`config.mk`:
```
export PLATFORM = sky130hd
export DESIGN_NAME = vseq_unit
export DESIGN_NICKNAME = d
export VERILOG_FILES = /design/src/rtl/vseq_pkg.sv /design/src/rtl/vseq_ctrl.sv /design/src/rtl/vseq_alu.sv /design/src/rtl/vseq_delay.sv /design/src/rtl/vseq_unit.sv
export SDC_FILE = /design/constraint.sdc
export NUM_CORES = 1
export LEC_CHECK = 0
export ABC_AREA = 1
export ABC_CLOCK_PERIOD_IN_PS = 3100
export CORE_MARGIN = 2
export CORE_UTILIZATION = 45
export CTS_CLUSTER_SIZE = 40
export DETAILED_ROUTE_END_ITERATION = 7
export GPL_ROUTABILITY_DRIVEN = 0
export MAX_ROUTING_LAYER = met4
export PLACE_DENSITY = 0.62
export SETUP_SLACK_MARGIN = 0.4
export SYNTH_ARGS = -nofsm -noshare
export SYNTH_HDL_FRONTEND = slang
export SYNTH_SLANG_ARGS = --single-unit
```
`constraint.sdc`:
```
create_clock -name clk -period 3.1 [get_ports clk]
set_input_delay 0.775 -clock clk [delete_from_list [all_inputs] [get_ports clk]]
set_output_delay 0.775 -clock clk [all_outputs]
set_load 0.02 [all_outputs]
```
`src/rtl/vseq_pkg.sv`:
```
package vseq_pkg;
   typedef enum logic [1:0] {
      OP_ADD = 2'd0,
      OP_MUL = 2'd1,
      OP_CMP = 2'd2,
      OP_LDM = 2'd3
   } vop_e;
endpackage

```
`src/rtl/vseq_ctrl.sv`:
```
module vseq_ctrl
   import vseq_pkg::*;
#(
   parameter int ADD_LAT = 6,
   parameter int MUL_LAT = 7,
   parameter int MAXVL   = 8,
   localparam int VLW = $clog2(MAXVL + 1),
   localparam int IW  = $clog2(MAXVL),
   localparam int SW  = $clog2(MUL_LAT),
   localparam int CW  = $clog2(MUL_LAT + MAXVL + 1)
) (
   input  logic           clk,
   input  logic           rst_n,
   input  logic           start_i,
   input  vop_e           op_i,
   input  logic           msk_i,
   input  logic [VLW-1:0] vl_i,
   output logic           busy_o,
   output logic           done_o,
   output logic           issue_v_o,
   output logic [IW-1:0]  issue_idx_o,
   output vop_e           op_o,
   output logic           msk_o,
   output logic [VLW-1:0] len_o,
   output logic [SW-1:0]  tap_o
);
   logic [CW-1:0]  cnt_q, total_q;
   logic           busy_q, done_q, msk_q;
   vop_e           op_q;
   logic [VLW-1:0] len_q;
   logic           accept;

   function automatic int lat_of(input vop_e o);
      return (o == OP_MUL) ? MUL_LAT : ADD_LAT;
   endfunction

   initial begin
      assert (ADD_LAT >= 2 && MUL_LAT >= ADD_LAT && MAXVL >= 2)
         else $error("vseq_ctrl: latency or length parameters out of range");
   end

   assign accept = start_i && !busy_q && (op_i != OP_LDM);

   always_ff @(posedge clk or negedge rst_n) begin
      if (!rst_n) begin
         busy_q  <= 1'b0;
         done_q  <= 1'b0;
         cnt_q   <= '0;
         total_q <= '0;
         op_q    <= OP_ADD;
         msk_q   <= 1'b0;
         len_q   <= '0;
      end else begin
         done_q <= 1'b0;
         if (accept) begin
            busy_q  <= 1'b1;
            cnt_q   <= '0;
            op_q    <= op_i;
            msk_q   <= msk_i;
            len_q   <= vl_i;
            total_q <= CW'(lat_of(op_i)) + CW'(vl_i);
         end else if (busy_q) begin
            cnt_q <= cnt_q + 1'b1;
            if (cnt_q == total_q - 1'b1) begin
               busy_q <= 1'b0;
               done_q <= 1'b1;
            end
         end
      end
   end

   assign busy_o      = busy_q;
   assign done_o      = done_q;
   assign issue_v_o   = busy_q && (cnt_q < CW'(len_q));
   assign issue_idx_o = cnt_q[IW-1:0];
   assign op_o        = op_q;
   assign msk_o       = msk_q;
   assign len_o       = len_q;
   assign tap_o       = SW'(lat_of(op_q) - 1);

   assert_done_pulse_R5: assert property (@(posedge clk) disable iff (!rst_n)
      done_q |=> !done_q);
   assert_done_after_busy_R5: assert property (@(posedge clk) disable iff (!rst_n)
      $fell(busy_q) |-> done_q);
   assert_start_ignored_R10: assert property (@(posedge clk) disable iff (!rst_n)
      (busy_q && start_i) |=> ($stable(op_q) && $stable(len_q) && $stable(msk_q)));
   assert_issue_in_range_R4: assert property (@(posedge clk) disable iff (!rst_n)
      issue_v_o |-> (CW'(issue_idx_o) < CW'(len_q)));
endmodule

```
`src/rtl/vseq_alu.sv`:
```
module vseq_alu
   import vseq_pkg::*;
#(
   parameter int DW    = 16,
   parameter int MAXVL = 8,
   localparam int IW = $clog2(MAXVL)
) (
   input  logic          valid_i,
   input  logic [IW-1:0] idx_i,
   input  vop_e          op_i,
   input  logic          msk_i,
   input  logic          mask_bit_i,
   input  logic [DW-1:0] a_i,
   input  logic [DW-1:0] b_i,
   output logic          valid_o,
   output logic          wr_o,
   output logic          cmp_o,
   output logic          eq_o,
   output logic [IW-1:0] idx_o,
   output logic [DW-1:0] res_o
);
   always_comb begin
      unique case (op_i)
         OP_MUL:  res_o = a_i * b_i;
         default: res_o = a_i + b_i;
      endcase
   end

   assign valid_o = valid_i;
   assign cmp_o   = (op_i == OP_CMP);
   assign eq_o    = (a_i == b_i);
   assign wr_o    = valid_i && (op_i != OP_CMP) && (!msk_i || mask_bit_i);
   assign idx_o   = idx_i;
endmodule

```
`src/rtl/vseq_delay.sv`:
```
module vseq_delay #(
   parameter int W     = 24,
   parameter int DEPTH = 7,
   localparam int SW = $clog2(DEPTH)
) (
   input  logic          clk,
   input  logic          rst_n,
   input  logic [W-1:0]  din,
   input  logic [SW-1:0] tap,
   output logic [W-1:0]  dout
);
   logic [W-1:0] taps [DEPTH];

   initial begin
      assert (DEPTH >= 2) else $error("vseq_delay: DEPTH must be at least 2");
   end

   for (genvar k = 0; k < DEPTH; k++) begin : g_stg
      logic [W-1:0] q;
      if (k == 0) begin : g_head
         always_ff @(posedge clk or negedge rst_n) begin
            if (!rst_n) q <= '0;
            else        q <= din;
         end
      end else begin : g_body
         always_ff @(posedge clk or negedge rst_n) begin
            if (!rst_n) q <= '0;
            else        q <= g_stg[k-1].q;
         end
      end
      assign taps[k] = q;
   end

   assign dout = taps[tap];
endmodule

```
`src/rtl/vseq_unit.sv`:
```
module vseq_unit
   import vseq_pkg::*;
#(
   parameter int DW      = 16,
   parameter int MAXVL   = 8,
   parameter int ADD_LAT = 6,
   parameter int MUL_LAT = 7,
   localparam int VLW = $clog2(MAXVL + 1),
   localparam int IW  = $clog2(MAXVL),
   localparam int SW  = $clog2(MUL_LAT),
   localparam int PW  = 4 + IW + DW
) (
   input  logic             clk,
   input  logic             rst_n,
   input  logic             vl_wr,
   input  logic [VLW-1:0]   vl_din,
   input  logic             start,
   input  logic [1:0]       opcode,
   input  logic             use_mask,
   input  logic [MAXVL-1:0] mask_din,
   output logic [IW-1:0]    rd_idx,
   input  logic [DW-1:0]    src_a,
   input  logic [DW-1:0]    src_b,
   output logic             wr_en,
   output logic [IW-1:0]    wr_idx,
   output logic [DW-1:0]    wr_data,
   output logic [MAXVL-1:0] mask_out,
   output logic [VLW-1:0]   vl_out,
   output logic             busy,
   output logic             done
);
   vop_e             op_in, op_q;
   logic [MAXVL-1:0] mask_q;
   logic [VLW-1:0]   vl_q, len_q;
   logic             issue_v, msk_q;
   logic [IW-1:0]    issue_idx;
   logic [SW-1:0]    tap;
   logic             ldm_go;

   logic             a_v, a_wr, a_cmp, a_eq;
   logic [IW-1:0]    a_idx;
   logic [DW-1:0]    a_res;
   logic [PW-1:0]    pipe_in, pipe_out;

   logic             o_v, o_wr, o_cmp, o_eq;
   logic [IW-1:0]    o_idx;
   logic [DW-1:0]    o_res;

   assign op_in = vop_e'(opcode);

   vseq_ctrl #(.ADD_LAT(ADD_LAT), .MUL_LAT(MUL_LAT), .MAXVL(MAXVL)) u_ctrl (
      .clk(clk), .rst_n(rst_n), .start_i(start), .op_i(op_in), .msk_i(use_mask),
      .vl_i(vl_q), .busy_o(busy), .done_o(done), .issue_v_o(issue_v),
      .issue_idx_o(issue_idx), .op_o(op_q), .msk_o(msk_q), .len_o(len_q), .tap_o(tap)
   );

   vseq_alu #(.DW(DW), .MAXVL(MAXVL)) u_alu (
      .valid_i(issue_v), .idx_i(issue_idx), .op_i(op_q), .msk_i(msk_q),
      .mask_bit_i(mask_q[issue_idx]), .a_i(src_a), .b_i(src_b),
      .valid_o(a_v), .wr_o(a_wr), .cmp_o(a_cmp), .eq_o(a_eq), .idx_o(a_idx), .res_o(a_res)
   );

   assign pipe_in = {a_v, a_wr, a_cmp, a_eq, a_idx, a_res};

   vseq_delay #(.W(PW), .DEPTH(MUL_LAT)) u_pipe (
      .clk(clk), .rst_n(rst_n), .din(pipe_in), .tap(tap), .dout(pipe_out)
   );

   assign {o_v, o_wr, o_cmp, o_eq, o_idx, o_res} = pipe_out;

   assign ldm_go = start && !busy && (op_in == OP_LDM);

   always_ff @(posedge clk or negedge rst_n) begin
      if (!rst_n) begin
         mask_q <= '1;
      end else if (ldm_go) begin
         mask_q <= mask_din;
      end else if (o_v && o_cmp) begin
         mask_q[o_idx] <= o_eq;
      end
   end

   always_ff @(posedge clk or negedge rst_n) begin
      if (!rst_n)     vl_q <= VLW'(MAXVL);
      else if (vl_wr) vl_q <= (vl_din > VLW'(MAXVL)) ? VLW'(MAXVL) : vl_din;
   end

   assign rd_idx   = issue_idx;
   assign wr_en    = o_v && o_wr;
   assign wr_idx   = o_idx;
   assign wr_data  = o_res;
   assign mask_out = mask_q;
   assign vl_out   = vl_q;

   assert_write_while_busy_R2: assert property (@(posedge clk) disable iff (!rst_n)
      wr_en |-> busy);
   assert_write_in_range_R6: assert property (@(posedge clk) disable iff (!rst_n)
      wr_en |-> ({1'b0, wr_idx} < (IW+1)'(len_q)));
   assert_ordered_results_R4: assert property (@(posedge clk) disable iff (!rst_n)
      (o_v && $past(o_v)) |-> (o_idx == $past(o_idx) + 1'b1));
   assert_mask_quiet_R9: assert property (@(posedge clk) disable iff (!rst_n)
      (!busy && !ldm_go) |=> $stable(mask_q));
   assert_vl_bounded_R1: assert property (@(posedge clk) disable iff (!rst_n)
      vl_q <= VLW'(MAXVL));
endmodule

```
# == Yosys cells after proc, flatten, opt, wreduce, memory -nomap -nowiden ==
# Index checks and enable logic that the tools add are counted.
# word_totals
register_bits,190
input_bits,51
out_inout_bits,37
word_cells,73
# classes
reduce_logical,14
n_addsub,5
bitwise_logic,1
mux,22
n_eq_ne,8
mul,1
order_cmp,6
# ops
operator,count
binary-select mux 23 bit (select 3 bit),1
two-way mux 23 bit,2
adder 16 bit,1
== test 16 bit,1
multiplier 16 x 16 -> 16 bit,1
two-way mux 16 bit,1
two-way mux 8 bit,2
two-way mux 4 bit,3
two-way mux 1 bit,10
logical AND 1 bit,9
bitwise mux 8 bit,1
"< comparator 3 x 4 -> 1 bit, second input constant",2
"adder 4 x 1 -> 4 bit, second input constant",1
adder 4 bit,1
"== test 2 x 1 -> 1 bit, second input constant",2
"== test 2 bit, second input constant",2
== test 4 bit,1
"greater-or-equal comparator 4 bit, second input constant",1
"greater-than comparator 4 bit, second input constant",1
< comparator 4 bit,1
"inequality test 2 bit, second input constant",2
inverter 3 -> 4 bit,1
nonzero test 2 bit,2
"subtractor 4 x 1 -> 4 bit, second input constant",1
other kinds (6),7

# == Longest topological paths before layout ==
# Gate-level depths: netlist (run 1).
# logic_depth
word_depth,14
ltp_mapped,29
mapped_depth_nobuf,28

# == Modules after synthesis ==
# From an unflattened synthesis (run 1), not the netlist that was laid out.
# hier_totals
hier_cells,1756
hier_area_um2,13232.7
# by_module_without_submodules
mod,area_per_inst_um2,n_inst,cells_per_inst,seq_area_each_um2
vseq_delay,6110.9,1,676,4028.9
vseq_alu,5326.4,1,825,0.0
vseq_ctrl,992.2,1,131,425.4
vseq_unit,803.3,1,124,311.5

# == Least setup slack after synthesis (run 1) ==
# OpenSTA, ideal clock, no wires.
# synth_path
path_kind,in2reg
from,input src_b[1]
to,register u_pipe.g_stg[0].q[14]
required_time_ps,2977
n_path_buf,2
t_arrival_ps,5648
slack_ps,-2671
stages,24
path_cell_list,buf_2 > clkbuf_1 > nand2_1 > fa_1 > fa_1 > fa_1 > fa_1 > inv_1 > fa_1 > inv_1 > fa_1 > inv_1 > ha_1 > inv_1 > nor3_1 > nand3_1 > nand4_1 > nand2_1 > nand2_1 > nand2_1 > nand2_1 > a21oi_1 > o21ai_0 > nand2_1
# synth_via
elab_chain_len,2
# synth_lines
item,line_no,source
"start, declared",vseq_unit.sv:23,"input logic [DW-1:0] src_b,"
multiplier 16 x 16 -> 16 bit / adder 16 bit (equally long branches),"vseq_alu.sv:24, vseq_alu.sv:25",
two-way mux 16 bit *,vseq_alu.sv:23,unique case (op_i)
via a_res[14],vseq_unit.sv:42,logic [DW-1:0] a_res;
"end signal, assigned",vseq_delay.sv:23,else q <= din;
"end, declared",vseq_delay.sv:19,logic [W-1:0] q;
# The timed path passes the listed nets; every way through them passes the cells marked *.
# A chain may end at the register's enable or synchronous reset.

# == Worst setup path in the final report (run 1) ==
# layout_path
from,input src_a[5]
to,register u_pipe.g_stg[0].q[12]
# layout_via
elab_chain_len,2
# layout_lines
item,line_no,source
"start, declared",vseq_unit.sv:22,"input logic [DW-1:0] src_a,"
multiplier 16 x 16 -> 16 bit / adder 16 bit (equally long branches),"vseq_alu.sv:24, vseq_alu.sv:25",
two-way mux 16 bit *,vseq_alu.sv:23,
via a_res[12],vseq_unit.sv:42,
# Marks and branches as above.

==> results of run 1 <==
## cells in the mapped netlist, types with 2 or more instances
| master | instances | area share |
|---|---|---|
| buf_1 | 4 | 0.0013 |
| o211ai_1 | 8 | 0.0054 |
| nand3_1 | 39 | 0.018 |
| a31o_2 | 2 | 0.0016 |
| nor4_1 | 5 | 0.0028 |
| inv_2 | 5 | 0.0017 |
| o21ai_0 | 38 | 0.017 |
| nor2_1 | 29 | 0.0098 |
| nand2_1 | 361 | 0.12 |
| or2_2 | 2 | 0.0011 |
| nand4_1 | 4 | 0.0022 |
| buf_4 | 4 | 0.0027 |
| a21boi_0 | 2 | 0.0013 |
| or2_1 | 6 | 0.0034 |
| o21bai_1 | 4 | 0.0027 |
| clkbuf_1 | 14 | 0.0047 |
| ha_1 | 73 | 0.082 |
| nor4_2 | 6 | 0.0067 |
| fa_1 | 80 | 0.14 |
| xor2_1 | 9 | 0.0071 |
| a21o_1 | 2 | 0.0013 |
| inv_1 | 247 | 0.083 |
| a31oi_1 | 5 | 0.0028 |
| xnor2_1 | 15 | 0.012 |
| nor3_1 | 7 | 0.0031 |
| o21ai_2 | 2 | 0.0016 |
| dfrtp_1 | 181 | 0.41 |
| a21oi_1 | 32 | 0.014 |
| buf_2 | 12 | 0.0054 |
| o22ai_1 | 2 | 0.0011 |
| dfstp_2 | 9 | 0.021 |
## flip-flops by register name, indices dropped and copies added (netlist names)
| name | count |
|---|---|
| u_pipe.g_stg.q | 161 |
| mask_out | 8 |
| u_ctrl.busy_o | 1 |
| u_ctrl.op_o | 2 |
| u_ctrl.len_o | 4 |
| u_ctrl.done_o | 1 |
| u_ctrl.cnt_q | 4 |
| u_ctrl.msk_o | 1 |
| vl_out | 4 |
| u_ctrl.total_q | 4 |
## stage by stage
stage	total power [mW]	hold slack [ns]
2_1_floorplan	8.64	0.331
3_3_place_gp	10.9	0.331
3_5_place_dp	11.1	0.335
4_1_cts	14.4	0.345
5_1_grt	16.3	0.349
6_report	15.1	0.342
## per-layer routing
layer  wire length, µm  track usage  vias to the layer above
met5                 0            -                        -
met3               749       0.0259                       34
met1             11400        0.269                     4031
li1                  -            -                     4164
met4               522       0.0629                        0
met2             13000        0.358                      159
## worst min path at each step
stage                               start                    end  slack (ns)  cells past startpoint
finish              u_pipe.g_stg[0].q[18]  u_pipe.g_stg[1].q[18]        0.34                      0
global placement    u_pipe.g_stg[4].q[10]  u_pipe.g_stg[5].q[10]        0.33                      0
floorplan            u_pipe.g_stg[0].q[0]   u_pipe.g_stg[1].q[0]        0.33                      0
global route         u_pipe.g_stg[4].q[1]   u_pipe.g_stg[5].q[1]        0.35                      0
CTS                 u_pipe.g_stg[0].q[18]  u_pipe.g_stg[1].q[18]        0.35                      0
detailed placement  u_pipe.g_stg[1].q[20]  u_pipe.g_stg[2].q[20]        0.33                      0
## timing repair
action,in CTS,in global routing
cloned,0,0
gates resized for setup,232,51
setup endpoints to repair,33,18
pin swaps,65,55
hold buffers,0,0
setup buffers,23,11
## cells in the final DEF, fill, tap and decap left out, types with 5 or more instances in the layout
cell             Yosys  layout
nand2_1            361     337
inv_1              247     215
dfrtp_1            181     181
buf_4                4     128
fa_1                80      72
clkdlybuf4s50_1      0      43
ha_1                73      41
buf_6                0      37
nand3_1             39      35
inv_2                5      34
o21ai_0             38      29
a21oi_1             32      25
ha_4                 0      25
nor2_1              29      23
nand2_2              1      18
clkbuf_16            0      17
dlygate4sd2_1        0      16
xnor2_1             15      13
xor2_1               9       9
dfstp_2              9       9
nand2_4              1       8
o21ai_1              1       8
o211ai_1             8       8
fa_2                 0       8
ha_2                 0       7
or2_1                6       6
nor4_2               6       6
a21oi_2              0       5
nor3_1               7       5
nor2_2               0       5
nor4_1               5       5
buf_2               12       5
buf_12               0       5
clkbuf_2             1       5
## cells by family after synthesis
family,synth area share
DFF,0.428
and+or+nand+nor,0.172
xor gates and xnor gates,0.0189
buffers and inverters,0.100
AOI/OAI and AO/OA,0.0555
adders and majority gates,0.226
## critical path: stages
cell and delay (ns):
buf_12 0.11, ha_4 0.16, xnor2_2 0.13, ha_2 0.19, a31o_4 0.10, inv_2 0.04, fa_1 0.55, fa_1 0.45
fa_1 0.53, inv_1 0.05, fa_1 0.49, inv_2 0.04, fa_1 0.51, inv_2 0.05, ha_4 0.29, inv_4 0.04
nor3_4 0.19, nand3_1 0.11, nand4_1 0.12, buf_4 0.12, buf_4 0.09, buf_6 0.08, buf_6 0.08, nor2_2 0.03
o21ai_2 0.13
## area by class of cell
cell class | count | area, µm² | share of cell area
tap | 324 | 405 | 0.0273
inverter | 253 | 960 | 0.0647
clock inverter | 13 | 164 | 0.0110
timing repair buffer | 250 | 2240 | 0.151
clock buffer | 17 | 425 | 0.0287
sequential | 190 | 4770 | 0.321
multi-input combinational | 745 | 5870 | 0.396
## power by group
part	switching, mW	total (mW)	internal [mW]	leakage, nW
sequential	0.476	4.13	3.65	2.28
clock	0.891	2.16	1.27	0.286
combinational	4.66	8.80	4.13	5.21
==> flow_summary.yaml, run 1 <==
layout:
  synthToLayoutAreaGrowth_pct: 33.3
  fin_area_um2: 14800
  finalNonFillerCells: 1792
  final_layout_size_suffix_gt1_frac: 0.252
  n_antenna_cell: 0
  nFillCells: 2004
  fin_util: 0.610
  fin_nets: 1661
timing:
  report.final.slew_viol_count: 0
  fin_setup_tns_ns: -17.99
  post-route-period-util: 1.65
  rsz0062_at_grt: "yes"
  fmax_ghz: 0.195
  setup_violations: 12
  worst_slack_ns: -2.03
  tightest_slew_ns: 0.649
  slew_headroom: 0.567
  hold_viol: 0
  clock_skew_ns: 0.0124
  fin_crit_ns: 5.13
synth:
  seq_area_frac_synth: 0.428
  netlist_instances: 1223
  syn_nets: 1427
  yosysUniqueCellTypes: 45
  yosys_warnings: 0
  ys_async_sr_fraction: 1.00
  synth_edf_count: 0
  synthesis.area_um2: 11100
  synth.avg_cell_area_um2: 9.10
  synth_flop_cell: "dfrtp_1"
  synth_seq_cells: 190
power:
  p_leak_nw: 7.78
  peakVddDrop_uv: 755
  pwr_density_cell_nw_per_um2: 1020
route:
  drtIter0Drc: 415
  dr.pass1.iters: 5
  via_count: 8388
  routedWlPerCell_um: 14.3
  routed_wl_um: 25700
  final_antenna_net_count: 0
  vias_per_cell: 4.68
  drc_errors: 0
global_routing:
  grt_overflow_total: 0
  grt.total_usage: 0.212
  grt_max_degree: 83
  grt_pass1_wl_um: 42500
  grt_pass1_vias: 8627
  antenna_found_initial: 0
worst_hold_path:
  hp-class: "reg2reg"
clock_network:
  clock-sinks: 190
  clk-insertion-delay-late_ns: 0.42
  path_clk_slew_ns: 0.06
  cts_root_buffer: "clkbuf_16"
  cts_buffer_depth: 2
  cts_tree: "built"
  cts_max_level: 4
  cts_inserted_buffers: 17
critical_path:
  endpoint_kind: "register"
  r2r-end: "mask_out[0]"
  worst_ep_required_time_ns: 3.44
  crit_fanout: 5
  crit_start: "src_a[5]"
  ff2ff_setup_slack_ns: 1.29
  startpoint_type: "input port"
  cp.arrival_ns: 5.47
  critPathCapture: "u_pipe.g_stg[0].q[12]"
  worstReg2RegStart: "u_ctrl.op_o[1]"
  worstSetupPathType: "in2reg"
  reg2reg_depth: 8
status:
  violations: "negative setup slack"
  status: "complete, but fails checks"
placement:
  hpwlAfterDp_um: 19300
  placed_area_um2: 13400
  dp.cells: 1728
  portBuffers: 87
  dpl_worst_slack_ns: -3.01
die:
  fp.dieW_um: 161
  die_h_um: 161
  start_util: 0.458
  io_pins: 88
  std_cell_rows: 57
  coreArea_um2: 24300
  die_area_um2: 26000
job:
  cap_violations: 0
(Power assumes the default switching activity.)
==> inputs of run 2 (changes only) <==
--- a/config.mk
+++ b/config.mk
@@ -7,9 +7,9 @@
 export LEC_CHECK = 0
 export ABC_AREA = 1
 export ABC_CLOCK_PERIOD_IN_PS = 3100
+export CORE_ASPECT_RATIO = 0.7
 export CORE_MARGIN = 2
 export CORE_UTILIZATION = 45
-export CTS_CLUSTER_SIZE = 40
 export DETAILED_ROUTE_END_ITERATION = 7
 export GPL_ROUTABILITY_DRIVEN = 0
 export MAX_ROUTING_LAYER = met4
==> flow_summary.yaml, run 2 (synthesis gave the netlist of run 1 again) <==
timing:
  clock_skew_ns: 0.0196
  fmax_ghz: 0.194
  rsz0062_at_grt: "yes"
  post-route-period-util: 1.66
  setup_violations: 12
  report.final.slew_viol_count: 0
  hold_viol: 0
  fin_crit_ns: 5.15
  slew_headroom: 0.617
  worst_slack_ns: -2.05
  tightest_slew_ns: 0.574
route:
  drtIter0Drc: 512
  vias_per_cell: 4.76
  final_antenna_net_count: 0
  drc_errors: 0
  via_count: 8507
  dr.pass1.iters: 5
  routed_wl_um: 27300
  routedWlPerCell_um: 15.3
die:
  start_util: 0.454
  coreArea_um2: 24500
  io_pins: 88
  fp.dieW_um: 192
  die_area_um2: 26000
  std_cell_rows: 48
  die_h_um: 136
critical_path:
  worst_ep_required_time_ns: 3.43
  startpoint_type: "input port"
  path_common_cell: "nand2_1"
  ff2ff_setup_slack_ns: 1.22
  cp_slowest_cell: "fa_1"
  endpoint_kind: "register"
  reg2reg_depth: 8
  cp.arrival_ns: 5.48
  worstReg2RegStart: "u_ctrl.op_o[1]"
  r2r-end: "mask_out[7]"
  max_stage_delay_ns: 0.54
  crit_fanout: 5
  worstSetupPathType: "in2reg"
power:
  pwr_density_cell_nw_per_um2: 1010
  p_leak_nw: 7.72
  peakVddDrop_uv: 621
clock_network:
  cts_inserted_buffers: 17
  ctsHoldBuffers: 0
  clk-insertion-delay-late_ns: 0.43
  cts_buffer_depth: 2
  path_clk_slew_ns: 0.09
  clock-sinks: 190
  cts_tree: "built"
  cts_root_buffer: "clkbuf_16"
  cts_max_level: 4
layout:
  nFillCells: 2049
  layout_commonest_cell: "nand2_1"
  largest_reg_flops: 161
  final_layout_size_suffix_gt1_frac: 0.256
  fin_area_um2: 14800
  fin_nets: 1652
  final_cell_mix: "nand2_1, inv_1, dfrtp_1"
  top_register: "u_pipe.g_stg.q"
  synthToLayoutAreaGrowth_pct: 32.8
placement:
  hpwlAfterDp_um: 20700
  placed_area_um2: 13400
  portBuffers: 87
  dpl_worst_slack_ns: -2.95
status:
  violations: "negative setup slack"
  status: "complete, but fails checks"
global_routing:
  antenna_found_initial: 1
  grt_max_degree: 76
  grt_pass1_vias: 8373
  grt.total_usage: 0.223
  grt_overflow_total: 0
  grt_pass1_wl_um: 43200
worst_hold_path:
  hp-class: "in2async"
job:
  cap_violations: 0
run 2: final cells by class:
| type | count | area [µm²] | share of cell area |
|---|---|---|---|
| antenna | 1 | 2.50 | 0.000169 |
| timing repair buffer | 241 | 2130 | 0.144 |
| tap | 325 | 407 | 0.0275 |
| sequential | 190 | 4770 | 0.322 |
| clock buffer | 17 | 425 | 0.0288 |
| multi-input combinational | 745 | 5910 | 0.400 |
| clock inverter | 15 | 186 | 0.0126 |
| inverter | 253 | 960 | 0.0649 |
run 2: what timing repair did:
action                                  4_1_cts  5_1_grt
endpoints found under the setup margin       33       17
buffers inserted                             17       11
gates resized for setup                     177       82
cloned                                        1        1
pin swaps                                    55       80
run 2: per-stage QoR:
stage          cells  total power, mW   util  setup TNS [ns]  hold slack (ns)
6_report        1787             15.0  0.603          -18.13            0.340
5_1_grt         1787             16.2  0.603          -19.61            0.345
4_1_cts         1774             14.0  0.591          -18.19            0.342
3_5_place_dp    1724             11.2  0.548          -29.16            0.335
3_3_place_gp    1724             11.1  0.548          -28.77            0.331
2_1_floorplan   1223             8.64      -          -17.24            0.331
run 2: worst max path at each step:
stage | from | slack [ns] | cells after the start | to
floorplan | src_b[6] | -2.11 | 25 | u_pipe.g_stg[0].q[14]
global placement | src_a[6] | -2.90 | 23 | u_pipe.g_stg[0].q[15]
detailed placement | src_a[6] | -2.95 | 23 | u_pipe.g_stg[0].q[15]
CTS | src_a[7] | -2.03 | 26 | u_pipe.g_stg[0].q[14]
global route | src_a[7] | -2.24 | 28 | u_pipe.g_stg[0].q[14]
finish | src_a[7] | -2.05 | 27 | u_pipe.g_stg[0].q[14]
run 2: power by group:
part | internal, mW | switching [mW] | leakage (nW)
Combinational | 4.01 | 4.74 | 5.15
Sequential | 3.65 | 0.436 | 2.28
Clock | 1.10 | 1.06 | 0.290
Total | 8.76 | 6.23 | 7.72
run 2: critical path: cells and delay by family:
| kind | cells | cell delay [ns] |
|---|---|---|
| simple gates | 9 | 0.90 |
| buf+inv | 9 | 0.65 |
| fa+ha+maj | 7 | 3.05 |
| compound gates | 2 | 0.12 |
run 2: layer usage:
layer  GRT usage  routed length [µm]
met1       0.328               13500
met2       0.330               12200
met3      0.0316                1370
met4      0.0466                 231
met5           -                   0
==> inputs of run 3 (changes only) <==
--- a/config.mk
+++ b/config.mk
@@ -15,6 +15,7 @@
 export MAX_ROUTING_LAYER = met4
 export PLACE_DENSITY = 0.62
 export SETUP_SLACK_MARGIN = 0.4
+export SLEW_MARGIN = 30
 export SYNTH_ARGS = -nofsm -noshare
 export SYNTH_HDL_FRONTEND = slang
 export SYNTH_SLANG_ARGS = --single-unit
==> results of run 3 <==
The final DEF is identical to that of run 2; final timing and power are the same.
